==> src/rtl/acq_seq_pkg.sv <==
package acq_seq_pkg;

    typedef enum logic {
        SRC_TIMER = 1'b0,
        SRC_EXT   = 1'b1
    } scan_src_e;

    typedef struct packed {
        logic sos;
        logic conv_n;
        logic sclk;
        logic done;
    } pulse_t;

endpackage

==> src/rtl/ivl_counter.sv <==
module ivl_counter #(
    parameter int W = 16
) (
    input  logic         clk,
    input  logic         rst_n,
    input  logic         load_i,
    input  logic [W-1:0] load_val_i,
    input  logic         run_i,
    input  logic         tick_i,
    input  logic [W-1:0] reload_i,
    output logic         tc_o
);
    localparam logic [W-1:0] ZERO = '0;

    logic [W-1:0] cnt_d, cnt_q;

    always_comb begin
        cnt_d = cnt_q;
        tc_o  = 1'b0;
        if (load_i) begin
            cnt_d = load_val_i;
        end else if (run_i && tick_i) begin
            if (cnt_q == ZERO) begin
                tc_o  = 1'b1;
                cnt_d = reload_i;
            end else begin
                cnt_d = cnt_q - 1'b1;
            end
        end
    end

    always_ff @(posedge clk or negedge rst_n) begin
        if (!rst_n) cnt_q <= ZERO;
        else        cnt_q <= cnt_d;
    end

    // no tick, no load -> count frozen
    p_hold_no_tick_r10: assert property (@(posedge clk) disable iff (!rst_n)
        (!tick_i && !load_i) |=> $stable(cnt_q));

endmodule

==> src/rtl/scan_tracker.sv <==
module scan_tracker #(
    parameter int W = 16
) (
    input  logic         clk,
    input  logic         rst_n,
    input  logic         load_i,
    input  logic         pretrig_i,
    input  logic [W-1:0] post_i,
    input  logic         ref_i,
    input  logic         scan_end_i,
    output logic         last_o
);
    localparam logic [W-1:0] ONE = W'(1);

    typedef struct packed {
        logic         counting;
        logic [W-1:0] rem;
    } trk_t;

    trk_t st_d, st_q;

    always_comb begin
        st_d = st_q;
        if (load_i) begin
            st_d.counting = !pretrig_i;
            st_d.rem      = post_i;
        end else begin
            if (ref_i)
                st_d.counting = 1'b1;
            if (scan_end_i && st_q.counting && st_q.rem != '0)
                st_d.rem = st_q.rem - 1'b1;
        end
        last_o = st_q.counting && (st_q.rem <= ONE);
    end

    always_ff @(posedge clk or negedge rst_n) begin
        if (!rst_n) st_q <= '0;
        else        st_q <= st_d;
    end

    // before the reference trigger the remaining count never moves
    p_no_count_pretrig_r8: assert property (@(posedge clk) disable iff (!rst_n)
        (!st_q.counting && !load_i) |=> $stable(st_q.rem));

endmodule

==> src/rtl/pulse_gen.sv <==
module pulse_gen
    import acq_seq_pkg::*;
(
    input  logic clk,
    input  logic rst_n,
    input  logic sos_fire_i,
    input  logic conv_fire_i,
    input  logic final_fire_i,
    output logic sos_o,
    output logic convert_n_o,
    output logic scan_clk_o,
    output logic done_o
);
    localparam pulse_t IDLE = '{sos: 1'b0, conv_n: 1'b1, sclk: 1'b0, done: 1'b0};

    pulse_t pl_d, pl_q;

    always_comb begin
        pl_d.sos    = sos_fire_i;
        pl_d.conv_n = !conv_fire_i;
        pl_d.sclk   = !pl_q.conv_n;
        pl_d.done   = final_fire_i;
    end

    always_ff @(posedge clk or negedge rst_n) begin
        if (!rst_n) pl_q <= IDLE;
        else        pl_q <= pl_d;
    end

    assign sos_o       = pl_q.sos;
    assign convert_n_o = pl_q.conv_n;
    assign scan_clk_o  = pl_q.sclk;
    assign done_o      = pl_q.done;

    // convert low lasts a single cycle
    p_conv_one_cycle_r3: assert property (@(posedge clk) disable iff (!rst_n)
        !convert_n_o |=> convert_n_o);
    // start-of-scan and convert never coincide
    p_sos_not_conv_r3: assert property (@(posedge clk) disable iff (!rst_n)
        sos_o |-> convert_n_o);
    // scan clock follows every convert
    p_sclk_follows_r4: assert property (@(posedge clk) disable iff (!rst_n)
        !convert_n_o |=> scan_clk_o);
    // done only together with a conversion
    p_done_with_conv_r7: assert property (@(posedge clk) disable iff (!rst_n)
        done_o |-> !convert_n_o);

endmodule

==> src/rtl/acq_sequencer.sv <==
module acq_sequencer
    import acq_seq_pkg::*;
#(
    parameter int IVL_W  = 16,
    parameter int SCAN_W = 16,
    parameter int CH_W   = 4
) (
    input  logic              clk,
    input  logic              rst_n,
    input  logic              arm_i,
    input  logic              ref_trig_i,
    input  logic              stop_i,
    input  logic              gate_i,
    input  logic              hold_i,
    input  logic              src_ext_i,
    input  logic              ext_scan_i,
    input  logic              tick_i,
    input  logic              pretrig_i,
    input  logic [IVL_W-1:0]  scan_ivl_i,
    input  logic [IVL_W-1:0]  samp_ivl_i,
    input  logic [CH_W-1:0]   last_chan_i,
    input  logic [SCAN_W-1:0] post_scans_i,
    output logic              sos_o,
    output logic              convert_n_o,
    output logic              scan_clk_o,
    output logic              done_o
);
    localparam logic [IVL_W-1:0] SAMP_FIRST = '0;

    typedef struct packed {
        logic            running;
        logic            in_scan;
        logic [CH_W-1:0] ch_left;
    } ctl_t;

    ctl_t      ctl_d, ctl_q;
    scan_src_e src;
    logic      scan_tc, samp_tc, last_scan;
    logic      arm_ok, scan_req, sos_fire, conv_fire, scan_end, final_fire;

    assign src = scan_src_e'(src_ext_i);

    always_comb begin
        arm_ok     = arm_i && !ctl_q.running && !stop_i;
        scan_req   = ctl_q.running && ((src == SRC_EXT) ? ext_scan_i : scan_tc);
        sos_fire   = scan_req && !ctl_q.in_scan && gate_i && !hold_i && !stop_i;
        conv_fire  = samp_tc && !stop_i;
        scan_end   = conv_fire && (ctl_q.ch_left == '0);
        final_fire = scan_end && last_scan;

        ctl_d = ctl_q;
        if (stop_i) begin
            ctl_d.running = 1'b0;
            ctl_d.in_scan = 1'b0;
        end else begin
            if (arm_ok)
                ctl_d.running = 1'b1;
            if (sos_fire) begin
                ctl_d.in_scan = 1'b1;
                ctl_d.ch_left = last_chan_i;
            end
            if (conv_fire) begin
                if (ctl_q.ch_left == '0) ctl_d.in_scan = 1'b0;
                else                     ctl_d.ch_left = ctl_q.ch_left - 1'b1;
            end
            if (final_fire)
                ctl_d.running = 1'b0;
        end
    end

    always_ff @(posedge clk or negedge rst_n) begin
        if (!rst_n) ctl_q <= '0;
        else        ctl_q <= ctl_d;
    end

    ivl_counter #(.W(IVL_W)) u_scan_ivl (
        .clk        (clk),
        .rst_n      (rst_n),
        .load_i     (arm_ok),
        .load_val_i (scan_ivl_i),
        .run_i      (ctl_q.running),
        .tick_i     (tick_i),
        .reload_i   (scan_ivl_i),
        .tc_o       (scan_tc)
    );

    ivl_counter #(.W(IVL_W)) u_samp_ivl (
        .clk        (clk),
        .rst_n      (rst_n),
        .load_i     (sos_fire),
        .load_val_i (SAMP_FIRST),
        .run_i      (ctl_q.in_scan),
        .tick_i     (tick_i),
        .reload_i   (samp_ivl_i),
        .tc_o       (samp_tc)
    );

    scan_tracker #(.W(SCAN_W)) u_track (
        .clk        (clk),
        .rst_n      (rst_n),
        .load_i     (arm_ok),
        .pretrig_i  (pretrig_i),
        .post_i     (post_scans_i),
        .ref_i      (ref_trig_i && ctl_q.running),
        .scan_end_i (scan_end),
        .last_o     (last_scan)
    );

    pulse_gen u_pulse (
        .clk          (clk),
        .rst_n        (rst_n),
        .sos_fire_i   (sos_fire),
        .conv_fire_i  (conv_fire),
        .final_fire_i (final_fire),
        .sos_o        (sos_o),
        .convert_n_o  (convert_n_o),
        .scan_clk_o   (scan_clk_o),
        .done_o       (done_o)
    );

    // stop silences every pulse from the next cycle
    p_stop_quiet_r9: assert property (@(posedge clk) disable iff (!rst_n)
        stop_i |=> (convert_n_o && !sos_o && !done_o));
    // no start-of-scan from an idle sequencer
    p_idle_no_sos_r5: assert property (@(posedge clk) disable iff (!rst_n)
        !ctl_q.running |=> !sos_o);
    // a closed gate or an active hold blocks start-of-scan
    p_gate_blocks_r6: assert property (@(posedge clk) disable iff (!rst_n)
        (!gate_i || hold_i) |=> !sos_o);
    // the run is over after done
    p_done_ends_run_r7: assert property (@(posedge clk) disable iff (!rst_n)
        done_o |-> !ctl_q.running);

endmodule

==> config.mk <==
export PLATFORM = sky130hd
export DESIGN_NAME = acq_sequencer
export DESIGN_NICKNAME = d
export VERILOG_FILES = /design/src/rtl/acq_seq_pkg.sv /design/src/rtl/ivl_counter.sv /design/src/rtl/scan_tracker.sv /design/src/rtl/pulse_gen.sv /design/src/rtl/acq_sequencer.sv
export SDC_FILE = /design/constraint.sdc
export NUM_CORES = 1
export LEC_CHECK = 0
export BUFFER_PORTS_ARGS = -buffer_cell sky130_fd_sc_hd__buf_2
export CAP_MARGIN = 15
export CORE_MARGIN = 2
export CORE_UTILIZATION = 50
export DETAILED_ROUTE_END_ITERATION = 8
export HOLD_SLACK_MARGIN = 0.03
export PLACE_DENSITY = 0.74
export SKIP_LAST_GASP = 1
export SLEW_MARGIN = 5
export SYNTH_ARGS = -nofsm -noshare
export SYNTH_HDL_FRONTEND = slang
export SYNTH_HIERARCHICAL = 1
export SYNTH_SLANG_ARGS = --single-unit
==> constraint.sdc <==
create_clock -name clk -period 3.95 [get_ports clk]
set_input_delay 0.79 -clock clk [delete_from_list [all_inputs] [get_ports clk]]
set_output_delay 0.79 -clock clk [all_outputs]
set_load 0.02 [all_outputs]
# ---- Word-level counts from Yosys, hierarchy flattened
# Index checks and enable logic that the tools add are counted.
dict set report word_totals {
  ram_bits 0
  n_memories 0
  in_bits 63
  rom_bits 0
  elab_cells 71
  latch_bits 0
  register_bits 59
}
dict set report op_classes {
  order_cmp 1
  n_addsub 4
  n_mux 23
  shifts 0
  div_mod_pow 0
  bitwise_logic 0
  n_eq_ne 0
  reduce_logical 32
  n_mul 0
}
# cell count
set op_table {}
lappend op_table {{$mux W16} 7}
lappend op_table {{$sub A16 B1 Y16 const B} 3}
lappend op_table {{$logic_not A16 Y1} 2}
lappend op_table {{$mux W17} 1}
lappend op_table {{$le A16 B1 Y1 const B} 1}
lappend op_table {{$logic_and A1 B1 Y1} 16}
lappend op_table {{$reduce_bool A16 Y1} 1}
lappend op_table {{$mux W1} 11}
lappend op_table {{$mux W5} 2}
lappend op_table {{$reduce_bool A2 Y1} 4}
lappend op_table {{$logic_not A1 Y1} 7}
lappend op_table {{$logic_not A4 Y1} 1}
lappend op_table {{$mux W4} 1}
lappend op_table {{$sub A4 B1 Y4 const B} 1}
lappend op_table {{$reduce_bool A3 Y1} 1}
lappend op_table {{$mux W2} 1}

# ---- Depth between registers and ports, before layout
dict set report depth {
  depth_word 17
  ltp_mapped 20
  ltp_nobuf 17
}

# ---- Cells and area by module
# Netlist, hierarchy kept.
# mod cells_per_inst seq_area_each_um2 area_per_inst_um2 n_inst
set by_module_without_submodules {}
lappend by_module_without_submodules {ivl_counter 177 400.4 1380.1 2}
lappend by_module_without_submodules {scan_tracker 126 425.4 1137.3 1}
lappend by_module_without_submodules {acq_sequencer 46 150.1 396.6 1}
lappend by_module_without_submodules {pulse_gen 6 101.3 108.9 1}

# ---- Worst setup path before layout
# Ideal clock, no wire load.
dict set report synth_path {
  kind {input port to flip-flop}
  start {input arm_i}
  end {register u_track/st_q[5] (netlist name)}
  setup_ps 69
  path_stages 18
  n_path_buf 4
  slack_ps -364
  required_ps 3881
  arrival_time_ps 4245
  cell_sequence {nor3b_1 -> clkbuf_1 -> nand2b_1 -> nor2_1 -> mux2i_1 -> or3_1 -> buf_2 -> inv_1 -> clkbuf_1 -> nand2b_1 -> nor2_1 -> nand2b_1 -> nor3_1 -> and2_1 -> buf_2 -> nand2_1 -> or4b_1 -> nand3_1}
}
dict set report synth_between {
  elab_chain_cells 15
  elab_cells_between_ends 16
}
# element line_no
set synth_lines {}
lappend synth_lines {{from (decl)} acq_sequencer.sv:10} ;# input logic arm_i,
lappend synth_lines {{$logic_and A1 B1 Y1 (2 in series)} acq_sequencer.sv:44} ;# arm_ok = arm_i && !ctl_q.running && !stop_i;
lappend synth_lines {{$mux W1} ivl_counter.sv:20} ;# if (load_i) begin
lappend synth_lines {{named net scan_tc} acq_sequencer.sv:38} ;# logic scan_tc, samp_tc, last_scan;
lappend synth_lines {{$mux W1} acq_sequencer.sv:45} ;# scan_req = ctl_q.running && ((src == SRC_EXT) ? ext_scan_i : scan_tc);
lappend synth_lines {{$logic_and A1 B1 Y1} acq_sequencer.sv:45}
lappend synth_lines {{$logic_and A1 B1 Y1 (4 in series)} acq_sequencer.sv:46} ;# sos_fire = scan_req && !ctl_q.in_scan && gate_i && !hold_i && !stop_i;
lappend synth_lines {{named net sos_fire} acq_sequencer.sv:39} ;# logic arm_ok, scan_req, sos_fire, conv_fire, scan_end, final_fire;
lappend synth_lines {{$mux W1} ivl_counter.sv:20}
lappend synth_lines {{named net samp_tc} acq_sequencer.sv:38}
lappend synth_lines {{$logic_and A1 B1 Y1} acq_sequencer.sv:47} ;# conv_fire = samp_tc && !stop_i;
lappend synth_lines {{$logic_and A1 B1 Y1} acq_sequencer.sv:48} ;# scan_end = conv_fire && (ctl_q.ch_left == '0);
lappend synth_lines {{named net scan_end} acq_sequencer.sv:39}
lappend synth_lines {{$logic_and A1 B1 Y1 (2 in series)} scan_tracker.sv:30} ;# if (scan_end_i && st_q.counting && st_q.rem != '0)
lappend synth_lines {{$reduce_bool A2 Y1 (no line)} n/a}
lappend synth_lines {{to (signal assigned)} scan_tracker.sv:38} ;# else st_q <= st_d;
lappend synth_lines {{to (decl)} scan_tracker.sv:20} ;# trk_t st_d, st_q;
# The timed path passes the listed nets, and every way through them passes these cells.
# A chain may end at the register's enable or synchronous reset.

# ---- Worst setup path after layout
dict set report layout_path {
  start {register u_scan_ivl.cnt_q[0]}
  end {register u_track/st_q[5] (netlist name)}
}
dict set report layout_between {
  elab_chain_cells 16
}
# element line_no
set layout_lines {}
lappend layout_lines {{from (decl)} ivl_counter.sv:15} ;# logic [W-1:0] cnt_d, cnt_q;
lappend layout_lines {{from (signal assigned)} ivl_counter.sv:34} ;# else cnt_q <= cnt_d;
lappend layout_lines {{$logic_not A16 Y1} ivl_counter.sv:23} ;# if (cnt_q == ZERO) begin
lappend layout_lines {{$mux W1} ivl_counter.sv:23}
lappend layout_lines {{$mux W1} ivl_counter.sv:22} ;# end else if (run_i && tick_i) begin
lappend layout_lines {{$mux W1} ivl_counter.sv:20}
lappend layout_lines {{named net scan_tc} acq_sequencer.sv:38}
lappend layout_lines {{$mux W1} acq_sequencer.sv:45}
lappend layout_lines {{$logic_and A1 B1 Y1} acq_sequencer.sv:45}
lappend layout_lines {{$logic_and A1 B1 Y1 (4 in series)} acq_sequencer.sv:46}
lappend layout_lines {{named net sos_fire} acq_sequencer.sv:39}
lappend layout_lines {{$mux W1} ivl_counter.sv:20}
lappend layout_lines {{named net samp_tc} acq_sequencer.sv:38}
lappend layout_lines {{$logic_and A1 B1 Y1} acq_sequencer.sv:47}
lappend layout_lines {{$logic_and A1 B1 Y1} acq_sequencer.sv:48}
lappend layout_lines {{named net scan_end} acq_sequencer.sv:39}
lappend layout_lines {{$logic_and A1 B1 Y1 (2 in series)} scan_tracker.sv:30}
lappend layout_lines {{$reduce_bool A2 Y1 (no line)} n/a}
# The timed path passes the listed nets, and every way through them passes these cells.

==> metrics <==
fmax=275.7 MHz; total power=2191 uW; CP max FO=8; max_cap viols=0; DR WL/cell=15.80 um; Worst-Skew Late Latency=0.35 ns; Vias per Instance=5.944; critical path class=reg2reg; peak supply drop=0.0001735 V; DP Wirelength=8.116 mm; Die Y=97.84 um; Routed WL=11.34 mm; cts repair resizes=0; Leak=0.002206 uW; global placement routability congestion=0.8860; CTS Buffer Depth=2; Top Ports=67; Antenna Cells=0; initial antenna violation count=0; die area=9573 sq um; Post-CTS Setup Repair Bufs=0; unrepaired setup endpoints after global routing=false; H-tree Lvls=3; largest net degree at the start of global routing=63; layout cells sized above 1=0.2016; max-slew violation count=0; clk sink count=59; status=complete, no violations; Critical Path Sink Type=flip-flop; area share of the largest cell type after synthesis=0.3296; syn avg cell area=8.276 sq um; post-detailed-route count of antenna-violating nets=0; vias in the first global route=4098; Post-Syn Area=4403 sq um; Worst-path clk slew=0.08 ns; final period utilization=0.9181; Yosys warnings=6; post-synthesis cell count=532; GRT overflow=0; slew margin rel.=0.6153; number of flops mapped to enable cells by yosys=0; clk root buf=clkbuf_8; Via Count=4268; register area share after synthesis=0.3356; core box area=8636 sq um; nets=675; CTS tree=yes; synthesized flop and latch total=59; area leader, netlist=dfrtp_1; die span in x=97.84 um; Fin Setup TNS=0 ns; final hold vios=0; Worst Hold Class=in2async; Initial Utilization=0.5099; Tot GR Track Use=0.2435; First DRT Iteration DRCs=202; worst reg-to-reg setup slack=0.32 ns; # DRC=0; total CTS buffers=9; slew of the pin with the lowest slew margin=0.5771 ns; row count=34; Final setup viols=0; Primary FF master, synth=dfrtp_1; ys async rst share=1.000; synth-to-layout area growth=16.34%; First-pass DRT Iterations=5; Clock Skew=0.01262 ns; Yosys cell types=66; IO Port Bufs=66; hold buffer count at cts=0; dominant cells by area after synthesis=dfrtp_1 33%, nand2_1 4.9%, a21oi_1 4.7%; first-pass GRT wire length=19.24 mm; CP Launch Type=flip-flop; Cell Pwr Density=427.7 nW/um^2; fin crit period=3.627 ns; Worst Path Required=4.23 ns; Core Util, Final=0.5932; worst endpoint data arrival time=3.91 ns
state kept, by name (all words and copies together) (netlist names):
signal and flops:
u_track/st_q 17, u_pulse/scan_clk_o 1, ctl_q 6, u_pulse/sos_o 1, u_pulse/convert_n_o 1, u_scan_ivl/cnt_q 16, u_samp_ivl/cnt_q 16, u_pulse/done_o 1
area by class of cell:
| class | count | area, sq um |
|---|---|---|
| clock buffers | 9 | 123.9 |
| clock inverters | 7 | 123.9 |
| fillers | 791 | 3513 |
| inverters | 19 | 71.32 |
| multi-input cells | 442 | 2788 |
| flip-flops and latches | 59 | 1478 |
| well taps | 108 | 135.1 |
| repair buffers | 74 | 402.9 |
where the power goes:
| part | internal (uW) | switching [uW] |
|---|---|---|
| Sequential | 706 | 194 |
| Clock | 423 | 280 |
| Combinational | 264 | 324 |
| Total | 1390 | 798 |
per-layer routing:
layer | vias up | wire [um] | GRT usage | part of all wire
met5 | - | 0 | 0 | 0
met2 | 130 | 5243 | 0.3830 | 0.46
li1 | 2089 | - | - | -
met1 | 2037 | 5200 | 0.3355 | 0.46
met4 | 0 | 157 | 0.08226 | 0.014
met3 | 12 | 739 | 0.05154 | 0.065
final timing paths:
path,startpoint,to,cells after the start
setup / recovery,u_scan_ivl/cnt_q[0]$_DFFE_PN0P_,u_track/st_q[5]$_DFFE_PN0P_,18
max in group asynchronous,rst_n,u_pulse/convert_n_o$_DFF_PN1_,2
hold / removal,rst_n,u_samp_ivl/cnt_q[5]$_DFFE_PN0P_,1
hold reg to reg,u_pulse/convert_n_o$_DFF_PN1_,u_pulse/scan_clk_o$_DFF_PN0_,1
min in group clk,u_pulse/convert_n_o$_DFF_PN1_,u_pulse/scan_clk_o$_DFF_PN0_,1
setup reg to reg,u_scan_ivl/cnt_q[0]$_DFFE_PN0P_,u_track/st_q[5]$_DFFE_PN0P_,18
logic make-up (layout without fill, tap and decap cells):
logic type	count (synthesis)	count (layout)	share of synthesized area
adders and majority gates	7	7	0.01989
other	1	17	0.0008517
xor gates and xnor gates	20	20	0.03978
and+or+nand+nor	250	250	0.3353
DFF	59	59	0.3356
AOI/OAI and AO/OA	134	134	0.1867
buffers and inverters	47	109	0.05001
muxes	14	14	0.03183
metrics by stage:
stage	hold WS (ns)	setup slack, ns	cell area [sq um]	cells
finish	0.3651	0.3234	5122	718
global route	0.3744	0.001526	5122	718
CTS	0.4450	0.3403	5096	717
detailed placement	0.4252	0.1624	4848	701
global placement	0.4196	0.2928	4848	701
floorplan	0.4665	0.06427	4481	548
synth_stat cells, types with 4 or more instances:
cell type,instances
a211oi_1,4
a21oi_1,41
a31oi_1,15
and2_1,4
buf_2,6
buf_6,4
clkbuf_1,13
dfrtp_1,58
ha_1,7
inv_1,18
mux2i_1,14
nand2_1,58
nand2_2,4
nand2b_1,8
nand3_1,24
nand4_1,11
nor2_1,52
nor3_1,24
nor3b_1,4
nor4_2,5
nor4_4,6
o211ai_1,7
o21ai_0,16
o21ai_1,19
o31ai_1,7
or3_1,8
or4_1,7
xnor2_1,12
xor2_1,8
layout by cell type (no fill, tap or decap), drive strengths merged, types with 7 or more instances in the layout:
cell type	count
o21ai	35
or4	8
nand4	12
mux2i	14
conb	17
o211ai	7
a21oi	41
buf	74
nor4	14
nand2b	10
or3	8
dfrtp	58
nand2	62
nand3	24
xnor2	12
a31oi	15
clkbuf	9
nor2	52
ha	7
o31ai	9
xor2	8
inv	19
nor3	29
worst max-delay path, cell delays in order (launching register included):
cell and delay (ns):
dfrtp_1 0.44, inv_1 0.09, ha_1 0.20, nand2b_1 0.11
nor3_1 0.06, nand4_1 0.15, nor2_1 0.06, mux2i_1 0.15
or3_1 0.23, inv_1 0.08, nand2b_1 0.22, nor2_1 0.21
nand2b_1 0.16, nor3_4 0.28, and2_1 0.29, buf_4 0.19
nand2_1 0.07, or4b_1 0.48, nand3_1 0.10
Note: power is estimated with default switching activity, not from simulation.
